[config.mk]
export PLATFORM = sky130hd
export DESIGN_NAME = arx_rx_channel
export DESIGN_NICKNAME = d
export VERILOG_FILES = /design/src/rtl/arx_pkg.sv /design/src/rtl/arx_bit_recover.sv /design/src/rtl/arx_word_asm.sv /design/src/rtl/arx_fifo.sv /design/src/rtl/arx_rx_channel.sv
export SDC_FILE = /design/constraint.sdc
export NUM_CORES = 2
export LEC_CHECK = 0
export BUFFER_PORTS_ARGS = -buffer_cell sky130_fd_sc_hd__buf_4
export CAP_MARGIN = 20
export CELL_PAD_IN_SITES_DETAIL_PLACEMENT = 1
export CELL_PAD_IN_SITES_GLOBAL_PLACEMENT = 2
export CORE_ASPECT_RATIO = 0.8
export CORE_MARGIN = 2
export CORE_UTILIZATION = 36
export DETAILED_ROUTE_END_ITERATION = 10
export HOLD_SLACK_MARGIN = 0.05
export PLACE_DENSITY = 0.66
export SYNTH_ARGS = -nofsm -noshare
export SYNTH_HDL_FRONTEND = slang
export SYNTH_SLANG_ARGS = --single-unit
[constraint.sdc]
create_clock -name clk -period 5.9 [get_ports clk]
set_clock_uncertainty 0.2 [all_clocks]
set_input_delay 0.59 -clock clk [delete_from_list [all_inputs] [get_ports clk]]
set_output_delay 0.59 -clock clk [all_outputs]
set_load 0.005 [all_outputs]
[src/rtl/arx_pkg.sv]
`timescale 1ns/1ps
package arx_pkg;
  // line symbol recovered from the two wires
  typedef enum logic [1:0] {SYM_NULL = 2'd0, SYM_ZERO = 2'd1, SYM_ONE = 2'd2} sym_e;

  // host register addresses
  localparam logic [2:0] A_CTRL = 3'd0;
  localparam logic [2:0] A_STAT = 3'd1;
  localparam logic [2:0] A_TBIT = 3'd2;
  localparam logic [2:0] A_TIDX = 3'd3;

  function automatic sym_e line_sym(input logic a, input logic b);
    if (a && !b) return SYM_ONE;
    if (!a && b) return SYM_ZERO;
    return SYM_NULL;
  endfunction

  function automatic logic parity_ok(input logic [31:0] w);
    return ^w;
  endfunction

  function automatic logic [7:0] label_of(input logic [31:0] w);
    return w[7:0];
  endfunction

  function automatic logic [1:0] sdi_of(input logic [31:0] w);
    return w[9:8];
  endfunction
endpackage

[src/rtl/arx_bit_recover.sv]
`timescale 1ns/1ps
module arx_bit_recover
  import arx_pkg::*;
#(
  parameter int OSR      = 8,
  parameter int HI_DIV   = 10,
  parameter int LO_DIV   = 80,
  parameter int GAP_BITS = 4
) (
  input  logic clk,
  input  logic rst_n,
  input  logic run,
  input  logic hi_speed,
  input  logic line_a,
  input  logic line_b,
  output logic bit_stb,
  output logic bit_val,
  output logic gap_evt
);
  localparam int DIV_MAX   = (HI_DIV > LO_DIV) ? HI_DIV : LO_DIV;
  localparam int CW        = $clog2(DIV_MAX + 1);
  localparam int GAP_TICKS = GAP_BITS * OSR;
  localparam int GW        = $clog2(GAP_TICKS + 1);

  logic [1:0]    sync_a, sync_b;
  logic [CW-1:0] div_cnt, div_lim;
  logic [GW-1:0] null_run;
  logic          tick, prev_null;
  sym_e          sym;

  assign div_lim = hi_speed ? CW'(HI_DIV - 1) : CW'(LO_DIV - 1);
  assign tick    = run && (div_cnt >= div_lim);
  assign sym     = line_sym(sync_a[1], sync_b[1]);

  always_ff @(posedge clk or negedge rst_n) begin
    if (!rst_n) begin
      sync_a <= '0;
      sync_b <= '0;
    end else begin
      sync_a <= {sync_a[0], line_a};
      sync_b <= {sync_b[0], line_b};
    end
  end

  always_ff @(posedge clk or negedge rst_n) begin
    if (!rst_n) begin
      div_cnt   <= '0;
      prev_null <= 1'b1;
      null_run  <= '0;
    end else if (!run) begin
      div_cnt   <= '0;
      prev_null <= 1'b1;
      null_run  <= '0;
    end else begin
      div_cnt <= tick ? '0 : div_cnt + 1'b1;
      if (tick) begin
        prev_null <= (sym == SYM_NULL);
        if (sym != SYM_NULL) null_run <= '0;
        else if (null_run != GW'(GAP_TICKS)) null_run <= null_run + 1'b1;
      end
    end
  end

  // a bit is the first non-null sample after a null sample
  assign bit_stb = tick && (sym != SYM_NULL) && prev_null;
  assign bit_val = (sym == SYM_ONE);
  // fires once, on the tick that completes the inter-word gap
  assign gap_evt = tick && (sym == SYM_NULL) && (null_run == GW'(GAP_TICKS - 1));
endmodule

[src/rtl/arx_word_asm.sv]
`timescale 1ns/1ps
module arx_word_asm
  import arx_pkg::*;
(
  input  logic        clk,
  input  logic        rst_n,
  input  logic        run,
  input  logic        bit_stb,
  input  logic        bit_val,
  input  logic        gap_evt,
  output logic [31:0] word,
  output logic        word_done,
  output logic        word_err
);
  logic [5:0] bit_cnt;
  logic       extra;

  always_ff @(posedge clk or negedge rst_n) begin
    if (!rst_n) begin
      word    <= '0;
      bit_cnt <= '0;
      extra   <= 1'b0;
    end else if (!run || gap_evt) begin
      bit_cnt <= '0;
      extra   <= 1'b0;
    end else if (bit_stb) begin
      if (bit_cnt == 6'd32) extra <= 1'b1;
      else begin
        word    <= {bit_val, word[31:1]};
        bit_cnt <= bit_cnt + 1'b1;
      end
    end
  end

  assign word_done = gap_evt && (bit_cnt == 6'd32) && !extra && parity_ok(word);
  assign word_err  = gap_evt && (bit_cnt != 6'd0) && !word_done;
endmodule

[src/rtl/arx_fifo.sv]
`timescale 1ns/1ps
module arx_fifo #(
  parameter int DEPTH = 32,
  parameter int W     = 32
) (
  input  logic         clk,
  input  logic         rst_n,
  input  logic         push,
  input  logic [W-1:0] din,
  input  logic         pop,
  output logic [W-1:0] head,
  output logic         empty,
  output logic         half,
  output logic         full
);
  localparam int AW = $clog2(DEPTH);

  logic [W-1:0]  mem [DEPTH];
  logic [AW-1:0] wp, rp;
  logic [AW:0]   cnt;
  logic          push_ok, pop_ok;

  assign empty   = (cnt == '0);
  assign full    = (cnt == (AW+1)'(DEPTH));
  assign half    = (cnt >= (AW+1)'(DEPTH / 2));
  assign push_ok = push && !full;
  assign pop_ok  = pop && !empty;
  assign head    = mem[rp];

  always_ff @(posedge clk) begin
    if (push_ok) mem[wp] <= din;
  end

  always_ff @(posedge clk or negedge rst_n) begin
    if (!rst_n) begin
      wp  <= '0;
      rp  <= '0;
      cnt <= '0;
    end else begin
      if (push_ok) wp <= wp + 1'b1;
      if (pop_ok)  rp <= rp + 1'b1;
      if (push_ok && !pop_ok)      cnt <= cnt + 1'b1;
      else if (pop_ok && !push_ok) cnt <= cnt - 1'b1;
    end
  end
endmodule

[src/rtl/arx_rx_channel.sv]
`timescale 1ns/1ps
module arx_rx_channel
  import arx_pkg::*;
#(
  parameter int DW         = 8,
  parameter int LABELS     = 64,
  parameter int FIFO_DEPTH = 32,
  parameter int OSR        = 8,
  parameter int HI_DIV     = 10,
  parameter int LO_DIV     = 80,
  parameter int GAP_BITS   = 4
) (
  input  logic          clk,
  input  logic          rst_n,
  input  logic          line_a,
  input  logic          line_b,
  input  logic [2:0]    addr,
  input  logic          wr_en,
  input  logic [DW-1:0] wr_data,
  input  logic          rd_en,
  output logic [DW-1:0] rd_data,
  output logic          irq
);
  localparam int LBL_W   = $clog2(LABELS);
  localparam int IDX_W   = LBL_W + 2;
  localparam int ENTRIES = 4 * LABELS;
  localparam int NSL     = 32 / DW;
  localparam int SLW     = (NSL > 1) ? $clog2(NSL) : 1;

  logic               ctrl_en, ctrl_hi, ctrl_ie, ovf_q, err_q;
  logic [ENTRIES-1:0] tbl_q;
  logic [IDX_W-1:0]   tidx_q, idx;
  logic               bit_stb, bit_val, gap_evt;
  logic [31:0]        word, head;
  logic               word_done, word_err, acc, in_range, pop, data_hit;
  logic               empty, half, full;
  logic [7:0]         lbl;
  logic [DW-1:0]      slices [NSL];

  arx_bit_recover #(.OSR(OSR), .HI_DIV(HI_DIV), .LO_DIV(LO_DIV), .GAP_BITS(GAP_BITS)) u_bits (
    .clk(clk), .rst_n(rst_n), .run(ctrl_en), .hi_speed(ctrl_hi),
    .line_a(line_a), .line_b(line_b),
    .bit_stb(bit_stb), .bit_val(bit_val), .gap_evt(gap_evt)
  );

  arx_word_asm u_asm (
    .clk(clk), .rst_n(rst_n), .run(ctrl_en), .bit_stb(bit_stb), .bit_val(bit_val),
    .gap_evt(gap_evt), .word(word), .word_done(word_done), .word_err(word_err)
  );

  // acceptance lookup on {SDI, label}
  assign lbl      = label_of(word);
  assign in_range = ({1'b0, lbl} < 9'(LABELS));
  assign idx      = {sdi_of(word), lbl[LBL_W-1:0]};
  assign acc      = word_done && in_range && tbl_q[idx];

  arx_fifo #(.DEPTH(FIFO_DEPTH), .W(32)) u_fifo (
    .clk(clk), .rst_n(rst_n), .push(acc), .din(word), .pop(pop),
    .head(head), .empty(empty), .half(half), .full(full)
  );

  // host read window: data slices at 4..4+NSL-1, last slice pops
  for (genvar g = 0; g < NSL; g++) begin : g_slice
    assign slices[g] = head[g*DW +: DW];
  end

  assign data_hit = addr[2] && (int'(addr[1:0]) < NSL);
  assign pop      = rd_en && addr[2] && (addr[1:0] == 2'(NSL - 1));

  always_comb begin
    rd_data = '0;
    if (data_hit)            rd_data = slices[addr[SLW-1:0]];
    else if (addr == A_CTRL) rd_data = DW'({ctrl_ie, ctrl_hi, ctrl_en});
    else if (addr == A_STAT) rd_data = DW'({err_q, ovf_q, full, half, empty});
  end

  always_ff @(posedge clk or negedge rst_n) begin
    if (!rst_n) begin
      {ctrl_ie, ctrl_hi, ctrl_en} <= '0;
      tidx_q <= '0;
      tbl_q  <= '0;
      ovf_q  <= 1'b0;
      err_q  <= 1'b0;
    end else begin
      if (wr_en && addr == A_CTRL) {ctrl_ie, ctrl_hi, ctrl_en} <= wr_data[2:0];
      if (wr_en && addr == A_TIDX) tidx_q <= IDX_W'(wr_data);
      if (wr_en && addr == A_TBIT && !ctrl_en) tbl_q[tidx_q] <= wr_data[0];
      if (word_err) err_q <= 1'b1;
      else if (wr_en && addr == A_STAT && wr_data[4]) err_q <= 1'b0;
      if (acc && full) ovf_q <= 1'b1;
      else if (wr_en && addr == A_STAT && wr_data[3]) ovf_q <= 1'b0;
    end
  end

  assign irq = ctrl_ie && !empty;
endmodule

==> results.md <==
* Share of layout cells above drive strength 1 at 0.3447
* Count of input and output buffers at 25
* Final ANT Viol Nets at 0
* Reg2reg setup slack at 620 ps
* Clk_lat worst skew at 790 ps
* Die ar. at 159,700 µm²
* Core area at 154,900 µm²
* TritonCTS buffer count at 147
* CP max stage cell: dfrtp_4
* Pwr dens at 346.0 nW/µm²
* DRC viols at 0
* P&R area growth vs syn at 15.31%
* Seq cells post-synth at 1,366
* Yosys top cell area share at 0.5457
* Ys flop type: edfxtp_1
* Placer Congestion at 0.7859
* Hold-fix buffers, CTS at 11
* Mapped Area at 56,350 µm²
* Setup WS pre-CTS at 655.3 ps
* Rel. slew slack at 0.2699
* I/O pin count at 26
* Status: completed
* GRT Residual Overflow at 0
* Initial antenna violation count at 7
* Crit path buf inv count at 3
* Combinational fraction of design power at 0.117
* Synthesized area per cell at 18.93 µm²
* EDFF count, synth at 1,024
* Max-slew violations at 0
* Ys async rst share at 0.2504
* Top-count cell post-synth: edfxtp_1
* Final WS setup at 360.0 ps
* DRT Pass-1 Iters at 5
* WP data arrival at 4750 ps
* Internal power at 0.01685 W
* Die H at 357.9 µm
* Post-Layout Cell Count at 5,277
* Maximum VDD drop at 274.4 µV
* First-pass GRT wire length at 227.7 mm
* Initial Util at 0.3636
* CTS sink count at 1,366
* Hold Crit Class: in -> reg
* Synth cell types at 67
* Vias after detailed routing at 29,378
* Footprint of the multi-input gates at 16,400 µm²
* DRT Wirelength at 157.1 mm
* GRT Overall Usage at 0.1992
* CTS tree: yes
* Storage cell area at 39,330 µm²
* Post-Synthesis Net Count at 3,014
* Die X at 446.3 µm
* Max incr delay on CP at 750 ps
* Placed insts at 5,001
* Cell count after synthesis at 2,976
* Worst-path clk slew at 50 ps
* Largest area contributor in the netlist: edfxtp_1
* Clock share of power at 0.412
* Fin Setup TNS at 0 ps
* Critical-path maximum fanout at 28
* Post-CTS repair timing setup buffer count at 0
* Pin count of the biggest net entering global routing at 106
* Final Setup Violations at 0
* Largest cells by area after synthesis: edfxtp_1 (55%), dfrtp_1 (15%), mux4_2 (15%)
* Layout Nets at 3,169
* H-tree Lvls at 4
* Max-cap violation count at 0
* # resized after CTS at 0
* Vias in the first global route at 31,541
* Row count at 129
* Min Tclk post-route at 5540 ps
* Critical Path End Type: primary output
* Switch share at 0.2505
* Detail Placement HPWL at 91.16 mm
* LEAKAGE at 20.10 nW
* Sequential power share at 0.471
* Number of warnings issued by yosys at 0
* Worst slew pin tran at 1092 ps
* DRT iter0 DRCs at 2,787
* Crit-path leading delay family: multiplexers
* Crit path cell chain: buf_4, buf_4, mux4_2, mux4_2, mux4_2, mux2i_1, nor2b_1, buf_4
* Top post-synthesis cells by count: edfxtp_1 (1,024), mux4_2 (374), dfrtp_1 (341)
* Startpoint Class: flip-flop
* Number of vias per cell at 5.567
* Fmax at 180.5 MHz
* Final period utilization at 0.9390
* CP Data Required Time at 5110 ps
* Final Hold Vio Count at 0
* Max clock buf depth at 3
* CP Class: reg -> out
* RSZ-0062 raised after global routing: no
* Sequential-to-total area share from yosys stat at 0.6976
* Root buf cell: clkbuf_16
* Wire length per cell at 29.78 µm
* FILL cells at 14,685
* Psw at 0.005630 W
-- final timing paths --
check                                      start                 to  cells after the start
worst max-delay path                u_fifo.rp[0]         rd_data[6]                      8
worst min-delay path                       rd_en       u_fifo.rp[0]                      4
worst max register to register    u_asm.word[29]      u_fifo.cnt[5]                     17
worst min register to register  u_bits.sync_a[0]   u_bits.sync_a[1]                      0
max in group asynchronous                  rst_n       u_fifo.rp[0]                      3
min in group asynchronous                  rst_n  u_bits.div_cnt[4]                      2
-- state kept, by name (all words and copies together), names as in the netlist, 2 cells and up --
signal / cells
u_fifo.mem: 1024
tbl_q: 256
u_asm.word: 32
tidx_q: 8
u_bits.div_cnt: 7
u_asm.bit_cnt: 6
u_bits.null_run: 6
u_fifo.cnt: 6
u_fifo.rp: 5
u_fifo.wp: 5
u_bits.sync_a: 2
u_bits.sync_b: 2
-- placed cells by master, fill, tap and decap left out, drive strengths merged, types with 7 or more instances in the layout --
master          n
a21oi          11
a221oi         11
buf           181
bufinv         14
clkbuf        197
clkinv         46
dfrtp         341
dlygate4sd3    11
edfxtp       1024
ha             20
inv            23
mux2          302
mux2i          40
mux4          381
nand2         237
nand2b         18
nand3          25
nand3b          7
nand4           9
nor2          149
nor2b          17
nor3           20
nor4            7
o21ai          28
xnor2          37
-- power groups by stage --
stage | Combinational, W | Sequential [W] | Clock, W
2_1_floorplan | 0.00201 | 0.0106 | 0
3_3_place_gp | 0.00264 | 0.0108 | 0
3_5_place_dp | 0.00268 | 0.0108 | 0
4_1_cts | 0.00269 | 0.0106 | 0.00949
5_1_grt | 0.00284 | 0.0106 | 0.00985
6_report | 0.00263 | 0.0106 | 0.00927
-- cells by family (layout without fill, tap and decap cells) --
group	Yosys count	in the layout	share of synthesized area
AND/OR/NAND/NOR	513	513	0.04048
multiplexers	723	723	0.2202
adder cells (fa/ha/maj)	21	21	0.004796
XOR/XNOR	47	47	0.008283
AO/OA/AOI/OAI	101	101	0.01248
other	0	1	0
flip-flops	1366	1366	0.6976
buffers and inverters	205	475	0.01610
-- per-stage QoR --
| step | utilization | instance area, µm² | total power [W] | hold slack (ps) |
|---|---|---|---|---|
| floorplan | - | 56350 | 0.01256 | 94.41 |
| global route | 0.4193 | 64970 | 0.02329 | 171.2 |
| global placement | 0.3871 | 59980 | 0.01342 | 256.2 |
| CTS | 0.4193 | 64970 | 0.02277 | 123.1 |
| detailed placement | 0.3874 | 60030 | 0.01347 | 247.9 |
| finish | 0.4193 | 64970 | 0.02248 | 181.5 |
-- worst reg2reg max path: stages, from the launching register on --
cell and delay [ps]:
dfrtp_1 980, xnor2_1 220, xnor2_1 170, xnor3_1 590, xnor3_1 290, or3_1 470
nor4_4 200, and2_4 210, ha_1 190, inv_1 140, ha_1 330, a21o_1 190
a21oi_1 280, o21bai_1 130, a21oi_1 210, xnor2_1 150, nor2_1 80, xor2_1 160
-- per-layer routing --
metal  share of wire  vias up  track usage
met2            0.46      880       0.3073
met4           0.021        4      0.05471
li1                -    12119            -
met3           0.059      197      0.03959
met5         0.00013        -            0
met1            0.46    16178       0.2886
-- layout make-up --
class                      instances  share of cell area
inverter                          19            0.001098
tap                             2030             0.03909
timing repair buffer             192             0.02760
multi-input combinational       1405              0.2525
antenna                            1          0.00003851
clock buffer                     197             0.06139
sequential                      1366              0.6054
clock inverter                    67             0.01292
No activity file was read; power rests on OpenSTA's default activity.
